### src/rtl/fieldrmw_pkg.sv
package fieldrmw_pkg;

    typedef enum logic [1:0] {
        PH_IDLE   = 2'd0,
        PH_FETCH  = 2'd1,
        PH_STORE  = 2'd2,
        PH_SAMPLE = 2'd3
    } rmw_phase_e;

endpackage

### src/rtl/fieldrmw_decode.sv
module fieldrmw_decode #(
    parameter int          OPW    = 8,
    parameter int          AW     = 8,
    parameter int          DW     = 8,
    parameter logic [7:0]  RMW_OP = 8'h22,
    localparam int         CW     = OPW + AW + 2 * DW,
    localparam int         SW     = (DW > 1) ? $clog2(DW) : 1
) (
    input  logic [CW-1:0] cmd,
    output logic          op_ok,
    output logic [AW-1:0] f_addr,
    output logic [DW-1:0] f_mask,
    output logic [DW-1:0] f_aligned
);

    logic [OPW-1:0] opcode;
    logic [DW-1:0]  raw_val;
    logic [SW-1:0]  lsb_idx;
    logic           lsb_found;

    assign opcode  = cmd[CW-1 -: OPW];
    assign f_addr  = cmd[2*DW +: AW];
    assign f_mask  = cmd[DW +: DW];
    assign raw_val = cmd[0 +: DW];
    assign op_ok   = (opcode == OPW'(RMW_OP));

    // find the lowest set bit of the mask; a zero mask gives shift 0
    always_comb begin
        lsb_idx   = '0;
        lsb_found = 1'b0;
        for (int i = 0; i < DW; i++) begin
            if (f_mask[i] && !lsb_found) begin
                lsb_idx   = SW'(i);
                lsb_found = 1'b1;
            end
        end
    end

    // shifted value, bits that fall outside the field are dropped
    assign f_aligned = (raw_val << lsb_idx) & f_mask;

endmodule

### src/rtl/fieldrmw_merge.sv
module fieldrmw_merge #(
    parameter int DW = 8
) (
    input  logic [DW-1:0] old_val,
    input  logic [DW-1:0] mask,
    input  logic [DW-1:0] aligned,
    output logic [DW-1:0] merged
);

    assign merged = (old_val & ~mask) | (aligned & mask);

endmodule

### src/rtl/fieldrmw_seq.sv
module fieldrmw_seq
    import fieldrmw_pkg::*;
#(
    parameter int         AW          = 8,
    parameter int         DW          = 8,
    parameter logic [7:0] SAMPLE_ADDR = 8'hF0
) (
    input  logic          clk,
    input  logic          rst_n,
    input  logic          host_wr,
    input  logic          op_ok,
    input  logic [AW-1:0] f_addr,
    input  logic [DW-1:0] f_mask,
    input  logic [DW-1:0] f_aligned,
    output logic          busy,
    output logic          err_busy,
    output logic          err_badop,
    output logic [DW-1:0] rd_result,
    output logic          pr_req,
    output logic          pr_we,
    output logic [AW-1:0] pr_addr,
    output logic [DW-1:0] pr_wdata,
    input  logic [DW-1:0] pr_rdata,
    input  logic          pr_done
);

    typedef struct packed {
        rmw_phase_e    phase;
        logic [AW-1:0] addr;
        logic [DW-1:0] mask;
        logic [DW-1:0] aligned;
        logic [DW-1:0] old_val;
        logic [DW-1:0] result;
        logic          err_busy;
        logic          err_badop;
    } seq_regs_t;

    seq_regs_t     r_q, r_d;
    logic [DW-1:0] merged;

    fieldrmw_merge #(.DW(DW)) u_merge (
        .old_val (r_q.old_val),
        .mask    (r_q.mask),
        .aligned (r_q.aligned),
        .merged  (merged)
    );

    always_comb begin
        r_d = r_q;
        if (r_q.phase != PH_IDLE && host_wr)
            r_d.err_busy = 1'b1;
        unique case (r_q.phase)
            PH_IDLE: begin
                if (host_wr) begin
                    r_d.err_busy  = 1'b0;
                    r_d.err_badop = !op_ok;
                    if (op_ok) begin
                        r_d.addr    = f_addr;
                        r_d.mask    = f_mask;
                        r_d.aligned = f_aligned;
                        r_d.phase   = PH_FETCH;
                    end
                end
            end
            PH_FETCH: begin
                if (pr_done) begin
                    r_d.old_val = pr_rdata;
                    r_d.phase   = (r_q.mask == '0) ? PH_SAMPLE : PH_STORE;
                end
            end
            PH_STORE: begin
                if (pr_done)
                    r_d.phase = PH_SAMPLE;
            end
            PH_SAMPLE: begin
                if (pr_done) begin
                    r_d.result = pr_rdata;
                    r_d.phase  = PH_IDLE;
                end
            end
            default: r_d.phase = PH_IDLE;
        endcase
    end

    always_ff @(posedge clk or negedge rst_n) begin
        if (!rst_n) begin
            r_q <= '{phase: PH_IDLE, default: '0};
        end else begin
            r_q <= r_d;
        end
    end

    assign busy      = (r_q.phase != PH_IDLE);
    assign err_busy  = r_q.err_busy;
    assign err_badop = r_q.err_badop;
    assign rd_result = r_q.result;
    assign pr_req    = (r_q.phase != PH_IDLE);
    assign pr_we     = (r_q.phase == PH_STORE);
    assign pr_addr   = (r_q.phase == PH_SAMPLE) ? AW'(SAMPLE_ADDR) : r_q.addr;
    assign pr_wdata  = (r_q.phase == PH_STORE) ? merged : '0;

    AST_REQ_HOLD: assert property (@(posedge clk) disable iff (!rst_n)
        pr_req && !pr_done |=> pr_req && $stable(pr_we) && $stable(pr_addr) && $stable(pr_wdata));
    AST_OUTSIDE_KEPT: assert property (@(posedge clk) disable iff (!rst_n)
        pr_req && pr_we |-> ((pr_wdata ^ r_q.old_val) & ~r_q.mask) == '0);
    AST_NO_EMPTY_WRITE: assert property (@(posedge clk) disable iff (!rst_n)
        pr_req && pr_we |-> r_q.mask != '0);
    AST_COLLIDE_FLAG: assert property (@(posedge clk) disable iff (!rst_n)
        busy && host_wr |=> err_busy);
    AST_BADOP_QUIET: assert property (@(posedge clk) disable iff (!rst_n)
        !busy && host_wr && !op_ok |=> !pr_req && err_badop);
    AST_RESULT_HELD: assert property (@(posedge clk) disable iff (!rst_n)
        !(r_q.phase == PH_SAMPLE && pr_done) |=> $stable(rd_result));
    AST_WRITE_AFTER_READ: assert property (@(posedge clk) disable iff (!rst_n)
        $rose(pr_we) |-> $past(pr_req) && !$past(pr_we) && $past(pr_done));

endmodule

### src/rtl/fieldrmw_engine.sv
module fieldrmw_engine #(
    parameter int         OPW         = 8,
    parameter int         AW          = 8,
    parameter int         DW          = 8,
    parameter logic [7:0] RMW_OP      = 8'h22,
    parameter logic [7:0] SAMPLE_ADDR = 8'hF0,
    localparam int        CW          = OPW + AW + 2 * DW
) (
    input  logic          clk,
    input  logic          rst_n,
    input  logic          host_wr,
    input  logic [CW-1:0] host_cmd,
    output logic          busy,
    output logic          err_busy,
    output logic          err_badop,
    output logic [DW-1:0] rd_result,
    output logic          pr_req,
    output logic          pr_we,
    output logic [AW-1:0] pr_addr,
    output logic [DW-1:0] pr_wdata,
    input  logic [DW-1:0] pr_rdata,
    input  logic          pr_done
);

    logic          op_ok;
    logic [AW-1:0] f_addr;
    logic [DW-1:0] f_mask;
    logic [DW-1:0] f_aligned;

    fieldrmw_decode #(
        .OPW(OPW), .AW(AW), .DW(DW), .RMW_OP(RMW_OP)
    ) u_decode (
        .cmd       (host_cmd),
        .op_ok     (op_ok),
        .f_addr    (f_addr),
        .f_mask    (f_mask),
        .f_aligned (f_aligned)
    );

    fieldrmw_seq #(
        .AW(AW), .DW(DW), .SAMPLE_ADDR(SAMPLE_ADDR)
    ) u_seq (
        .clk       (clk),
        .rst_n     (rst_n),
        .host_wr   (host_wr),
        .op_ok     (op_ok),
        .f_addr    (f_addr),
        .f_mask    (f_mask),
        .f_aligned (f_aligned),
        .busy      (busy),
        .err_busy  (err_busy),
        .err_badop (err_badop),
        .rd_result (rd_result),
        .pr_req    (pr_req),
        .pr_we     (pr_we),
        .pr_addr   (pr_addr),
        .pr_wdata  (pr_wdata),
        .pr_rdata  (pr_rdata),
        .pr_done   (pr_done)
    );

endmodule

### config.mk
export PLATFORM = sky130hd
export DESIGN_NAME = fieldrmw_engine
export DESIGN_NICKNAME = d
export VERILOG_FILES = /design/src/rtl/fieldrmw_pkg.sv /design/src/rtl/fieldrmw_decode.sv /design/src/rtl/fieldrmw_merge.sv /design/src/rtl/fieldrmw_seq.sv /design/src/rtl/fieldrmw_engine.sv
export SDC_FILE = /design/constraint.sdc
export NUM_CORES = 1
export LEC_CHECK = 0
export CORE_UTILIZATION = 40
export DETAILED_ROUTE_END_ITERATION = 16
export PLACE_DENSITY = 0.7
export SLEW_MARGIN = 0
export SYNTH_ARGS = -nofsm -noshare
export SYNTH_HDL_FRONTEND = slang
export SYNTH_SLANG_ARGS = --single-unit
### constraint.sdc
create_clock -name clk -period 5.1 [get_ports clk]
set_clock_uncertainty 0.15 [all_clocks]
set_input_delay 1.02 -clock clk [delete_from_list [all_inputs] [get_ports clk]]
set_output_delay 1.02 -clock clk [all_outputs]
set_load 0.01 [all_outputs]
==> impl_metrics.csv, run 1 <==
group,metric,value,unit
placement,numPlacedInstances,372,
sta,relSlewSlack,35.02,%
power_and_ir_drop,power.leakage,1.395,nW
yosys,ys_warn_count,0,
floorplan,rows,27,
critical_path,crit_fanout,11,
yosys,synth_top_area_share,46.44,%
grt,grt_pass1_wl,8.921,mm
critical_path,cp.arrival,1.98,ns
floorplan,ios,73,
layout,drive_gt1_share,12.01,%
clock_network,cts_tree,"built",
clock_network,clk_latency,0.29,ns
clock_network,cts.sinks,44,
clock_network,numCtsBuffers,5,
sta,fin_crit,3.150,ns
flow_run,max-cap-violations,0,
sta,tightest_slew,0.9747,ns
critical_path,cp.required,3.93,ns
clock_network,clkTransAtPathRegs,0.08,ns
yosys,yosysMostFrequentCell,"nand2_1",
min_path,min_path_type,"flip-flop to flip-flop",
yosys,synth_xor_area_share,0,%
clock_network,holdBufCountCts,0,
layout,multi_input_area,1155,um2
yosys,synthTopCellsByArea,"dfrtp_1 (46%), nand2_1 (11%), mux2_2 (9.0%)",
yosys,synth-simple-area-share,22.43,%
outcome,status,"completed",
yosys,muxShareOfSynthArea,13.67,%
grt,antenna_found_initial,0,
critical_path,cp-end-kind,"primary output",
critical_path,crit_type,"flip-flop to primary output",
layout,syn_to_final_growth,33.88,%
placement,dp_hpwl,4.037,mm
sta,fin_crit_sh,61.77,%
clock_network,cts_buffer_depth,2,
critical_path,worst_setup_path_start_kind,"flip-flop",
sta,fin_ws,1.950,ns
drt,num_vias,1956,
floorplan,die_h,78.99,um
yosys,ys_seq_elements,44,
yosys,netlist_instances,244,
clock_network,cts_setup_buffers,0,
power_and_ir_drop,p_per_area,383.5,nW/um2
layout,instances_no_fill,380,
yosys,synth_area,2371,um2
layout,final_area,3174,um2
layout,fillers,521,
grt,gr-total-overflow,0,
drt,wire_per_inst,13.97,um
drt,drt-total-wl,5.309,mm
yosys,syn_nets,293,
yosys,synth_edf_count,0,
clock_network,root_buffer,"clkbuf_8",
sta,tns,0,ns
placement,place_congestion,0.8992,
sta,rsz0062_at_grt,"false",
drt,drc,0,
drt,via_per_inst,5.147,
yosys,synthFlopType,"dfrtp_1",
drt,firstDrtPassIters,4,
yosys,avgSynthCellArea,9.717,um2
placement,place_area,3080,um2
clock_network,htreeDepth,2,
yosys,synth_top_area_cell,"dfrtp_1",
yosys,synth_top_family_by_area,"simple AND/OR/NAND/NOR gates",
floorplan,dieArea,6239,um2
sta,clock.fmax,317.4,MHz
sta,final_hold_viol_count,0,
placement,place.port_buffers,72,
power_and_ir_drop,vdd_drop_max,224.7,uV
floorplan,start_util,42.28,%
yosys,synth_compound_area_share,9.974,%
yosys,ys_seq_area_share,46.44,%
yosys,async_flop_share,100.0,%
sta,maxSlewViolCount,0,
grt,grt_max_degree,45,
floorplan,die_width,78.99,um
clock_network,cts_resized,0,
yosys,synth_common_cells,"nand2_1 (68), dfrtp_1 (44), mux2_2 (19), nor2b_1 (12), mux2i_1 (11)",
floorplan,core,5608,um2
grt,grt_pass1_vias,1882,
grt,grt.total_usage,18.31,%
drt,antenna_left,0,
layout,nets,356,
power_and_ir_drop,total_power,0.001217,W
sta,setup_viol,0,
layout,n_antenna_cell,0,
placement,preCtsSetupSlack,1.612,ns
yosys,synth_cell_type_count,44,
yosys,synth_adder_area_share,2.639,%
drt,drt-initial-drc-count,83,
layout,regArea,1101,um2
cell usage in the layout, fill, tap and decap left out, types with 5 or more instances in the layout:
| master | n |
|---|---|
| o21ai_0 | 5 |
| a211oi_1 | 5 |
| ha_1 | 5 |
| mux2_2 | 19 |
| mux2i_1 | 11 |
| a21oi_1 | 6 |
| clkbuf_8 | 6 |
| nor2_1 | 9 |
| nand2_1 | 68 |
| nor2b_1 | 12 |
| clkdlybuf4s50_1 | 71 |
| inv_1 | 5 |
| dfrtp_1 | 44 |
state kept, by name (all words and copies together), names as in the netlist, named ones only:
name and flops:
u_seq.r_q 34, u_seq.rd_result 8, u_seq.err_badop 1
layer usage:
layer | vias up | wire length (um) | global-route usage, % | part of all wire [%]
li1 | 955 | - | - | -
met1 | 919 | 2396 | 25.48 | 45
met2 | 71 | 2455 | 28.19 | 46
met3 | 11 | 334 | 3.448 | 6.3
met4 | 0 | 123 | 6.909 | 2.3
met5 | - | 0 | 0 | 0
layout make-up:
class	instances	area share, %
repair buffers	72	22.55
multi-input cells	179	36.38
clock buffers	7	2.720
inverters	5	0.5913
well taps	72	2.838
clock inverters	1	0.2365
flip-flops and latches	44	34.69
critical path, cell delays in order (launching register included):
cell	delay, ns
dfrtp_1	0.41
inv_1	0.14
ha_1	0.38
nor2b_1	0.21
clkdlybuf4s50_1	0.55
per-stage QoR:
stage,util [%],hold slack (ns)
floorplan,-,0.2874
global placement,54.93,0.3001
detailed placement,54.93,0.3047
CTS,56.60,0.3252
global route,56.60,0.3462
finish,56.60,0.3211
final timing paths:
| path | from | to | slack, ns | cells after the start |
|---|---|---|---|---|
| min in group asynchronous | rst_n | u_seq.rd_result[2]$_DFFE_PN0P_ | 0.73 | 1 |
| hold / removal | u_seq.r_q[37]$_DFFE_PN0P_ | u_seq.r_q[37]$_DFFE_PN0P_ | 0.32 | 2 |
| hold reg to reg | u_seq.r_q[37]$_DFFE_PN0P_ | u_seq.r_q[37]$_DFFE_PN0P_ | 0.32 | 2 |
| setup / recovery | u_seq.r_q[42]$_DFFE_PN0P_ | pr_wdata[6] | 1.95 | 4 |
| setup reg to reg | u_seq.r_q[42]$_DFFE_PN0P_ | u_seq.r_q[24]$_DFFE_PN0P_ | 2.85 | 6 |
| max in group asynchronous | rst_n | u_seq.err_badop$_DFFE_PN0P_ | 3.46 | 1 |
power by group:
group | total (W) | internal [W] | switching [W]
sequential | 0.000480 | 0.000433 | 0.0000469
combinational | 0.000513 | 0.000302 | 0.000211
clock | 0.000224 | 0.000110 | 0.000114
cells by family (layout without fill, tap and decap cells):
logic type | count (synthesis) | after routing
simple gates | 112 | 112
fa+ha+maj | 5 | 5
mux | 30 | 30
flops | 44 | 44
buf+inv | 21 | 85
compound gates | 32 | 32
(Power assumes the default switching activity.)
==> run 2: changes to the inputs <==
- clock period: 5.1 -> 2.9 ns (I/O delays scaled with it)
==> run 2 against run 1 <==
Effect of this change: worst setup slack got worse by 1.8 ns; non-clock buffer count increased by 12; clock power increased by 100%; largest power group unchanged; count of clock-buffer cells in the layout decreased by 1; critical path type unchanged; sequential power increased by 76%; total power increased by 83%; highest routed layer unchanged; flip-flop and latch count unchanged; utilization increased by 1.9 points.
==> impl_metrics.csv, run 2 (same netlist as run 1, synthesis figures left out) <==
group,metric,value,unit
outcome,status,"completed",
critical_path,worst_setup_path_start_kind,"flip-flop",
power_and_ir_drop,total_power,0.002222,W
flow_run,max-cap-violations,0,
layout,final_area,3278,um2
critical_path,crit_path_end,"pr_wdata[2]",
grt,grt_pass1_vias,2007,
drt,drt-total-wl,5.644,mm
drt,drt-met1-wl,2.505,mm
layout,final_cell_mix,"clkdlybuf4s50_1 (71), nand2_1 (68), dfrtp_1 (44), mux2_2 (19)",
layout,nets,368,
grt,gr-total-overflow,0,
sta,fin_crit_sh,93.32,%
floorplan,die_width,78.99,um
layout,final_common_cell,"clkdlybuf4s50_1",
drt,route.met2.wl,2.774,mm
grt,grt.total_usage,19.60,%
drt,drt-initial-drc-count,83,
critical_path,cp.arrival,1.98,ns
floorplan,rows,27,
critical_path,cp-end-kind,"primary output",
floorplan,dieArea,6239,um2
placement,dp_hpwl,4.432,mm
power_and_ir_drop,p_per_area,677.8,nW/um2
power_and_ir_drop,vdd_drop_max,440.2,uV
clock_network,cts_resized,0,
sta,tightest_slew,0.5445,ns
clock_network,cts.sinks,44,
sta,final_hold_viol_count,0,
clock_network,numCtsBuffers,5,
layout,largest_register_ff_count,34,
sta,rsz0062_at_grt,"false",
layout,n_antenna_cell,0,
critical_path,rr_startpoint,"u_seq.r_q[42]$_DFFE_PN0P_",
critical_path,reg2reg_to,"u_seq.r_q[20]$_DFFE_PN0P_",
grt,antenna_found_initial,0,
critical_path,slowest_delay,0.55,ns
sta,relSlewSlack,63.70,%
clock_network,cts_buffer_depth,2,
critical_path,rrSetupSlack,0.95,ns
placement,place_area,3171,um2
placement,place_congestion,0.8494,
floorplan,start_util,42.28,%
min_path,min_path_type,"input port to asynchronous set/reset pin",
clock_network,cts_setup_buffers,0,
floorplan,core,5608,um2
sta,tns,0,ns
grt,grt_pass1_wl,9.522,mm
drt,drc,0,
placement,numPlacedInstances,384,
clock_network,root_buffer,"clkbuf_8",
drt,wl_met3,309,um
clock_network,holdBufCountCts,0,
drt,wire_per_inst,14.40,um
drt,via_per_inst,5.082,
critical_path,worstSetupStartpoint,"u_seq.r_q[42]$_DFFE_PN0P_",
layout,postLayoutCoreUtil,58.46,%
layout,syn_to_final_growth,38.26,%
grt,grt_max_degree,45,
sta,setup_viol,0,
drt,firstDrtPassIters,4,
critical_path,path_cells,"inv_1, ha_1, nor2b_1, clkdlybuf4s50_1",
layout,drive_gt1_share,15.31,%
clock_network,htreeDepth,2,
placement,place.port_buffers,72,
sta,clock.fmax,369.5,MHz
floorplan,ios,73,
drt,num_vias,1992,
critical_path,crit_type,"flip-flop to primary output",
sta,fin_crit,2.706,ns
layout,max_flop_register,"u_seq.r_q",
layout,instances_no_fill,392,
critical_path,cp_slowest_cell,"clkdlybuf4s50_1",
critical_path,ff2ff_path_depth,6,
floorplan,die_h,78.99,um
clock_network,clk_latency,0.29,ns
critical_path,crit_fanout,11,
clock_network,cts_tree,"built",
critical_path,cp.required,2.17,ns
sta,maxSlewViolCount,0,
drt,route.top_layer_used,"met4",
layout,fillers,519,
power_and_ir_drop,power.leakage,1.463,nW
drt,antenna_left,0,
clock_network,clkTransAtPathRegs,0.08,ns
[run 2: critical path: cells and delay by family, from the launching register on]
kind / cells / cell delay, ns
adder cells (fa/ha/maj): 1 / 0.40
AND/OR/NAND/NOR: 1 / 0.21
buffers and inverters: 2 / 0.68
flip-flops: 1 / 0.41
[run 2: per-layer routing]
layer	vias to the layer above	track usage, %
met1	958	25.20
met3	5	4.253
met2	53	33.36
met4	0	4.909
li1	976	-
met5	-	0
[run 2: final cells by class]
cell class / count / area (um2) / share of cell area, %
multi-input combinational: 179 / 1155 / 35.23
sequential: 44 / 1101 / 33.59
timing repair buffer: 84 / 805.8 / 24.58
tap: 72 / 90.09 / 2.748
clock buffer: 6 / 72.57 / 2.214
clock inverter: 2 / 35.03 / 1.069
inverter: 5 / 18.77 / 0.5725
[run 2: where the power goes]
part	switching [W]	leakage (nW)	internal (W)
Clock	0.000201	0.0552	0.000256
Sequential	0.0000832	0.570	0.000762
Combinational	0.000380	0.838	0.000540
Total	0.000665	1.46	0.00156
[run 2: worst min path at each step]
stage | endpoint | slack [ns] | from | cells after the start
2_1_floorplan | asynchronous set/reset pin | 0.13 | rst_n | 0
3_3_place_gp | u_seq.r_q[38]$_DFFE_PN0P_ | 0.30 | u_seq.r_q[38]$_DFFE_PN0P_ | 2
3_5_place_dp | u_seq.r_q[35]$_DFFE_PN0P_ | 0.30 | u_seq.r_q[35]$_DFFE_PN0P_ | 2
4_1_cts | u_seq.r_q[12]$_DFFE_PN0P_ | 0.22 | rst_n | 2
5_1_grt | u_seq.r_q[12]$_DFFE_PN0P_ | 0.25 | rst_n | 2
6_report | u_seq.r_q[12]$_DFFE_PN0P_ | 0.19 | rst_n | 2
[run 2: per-stage QoR]
step | setup slack (ns) | hold slack [ns]
2_1_floorplan | 0.7418 | 0.1344
3_3_place_gp | 0.05514 | 0.3000
3_5_place_dp | 0.04765 | 0.3043
4_1_cts | 0.1573 | 0.2164
5_1_grt | 0.04854 | 0.2495
6_report | 0.1936 | 0.1943
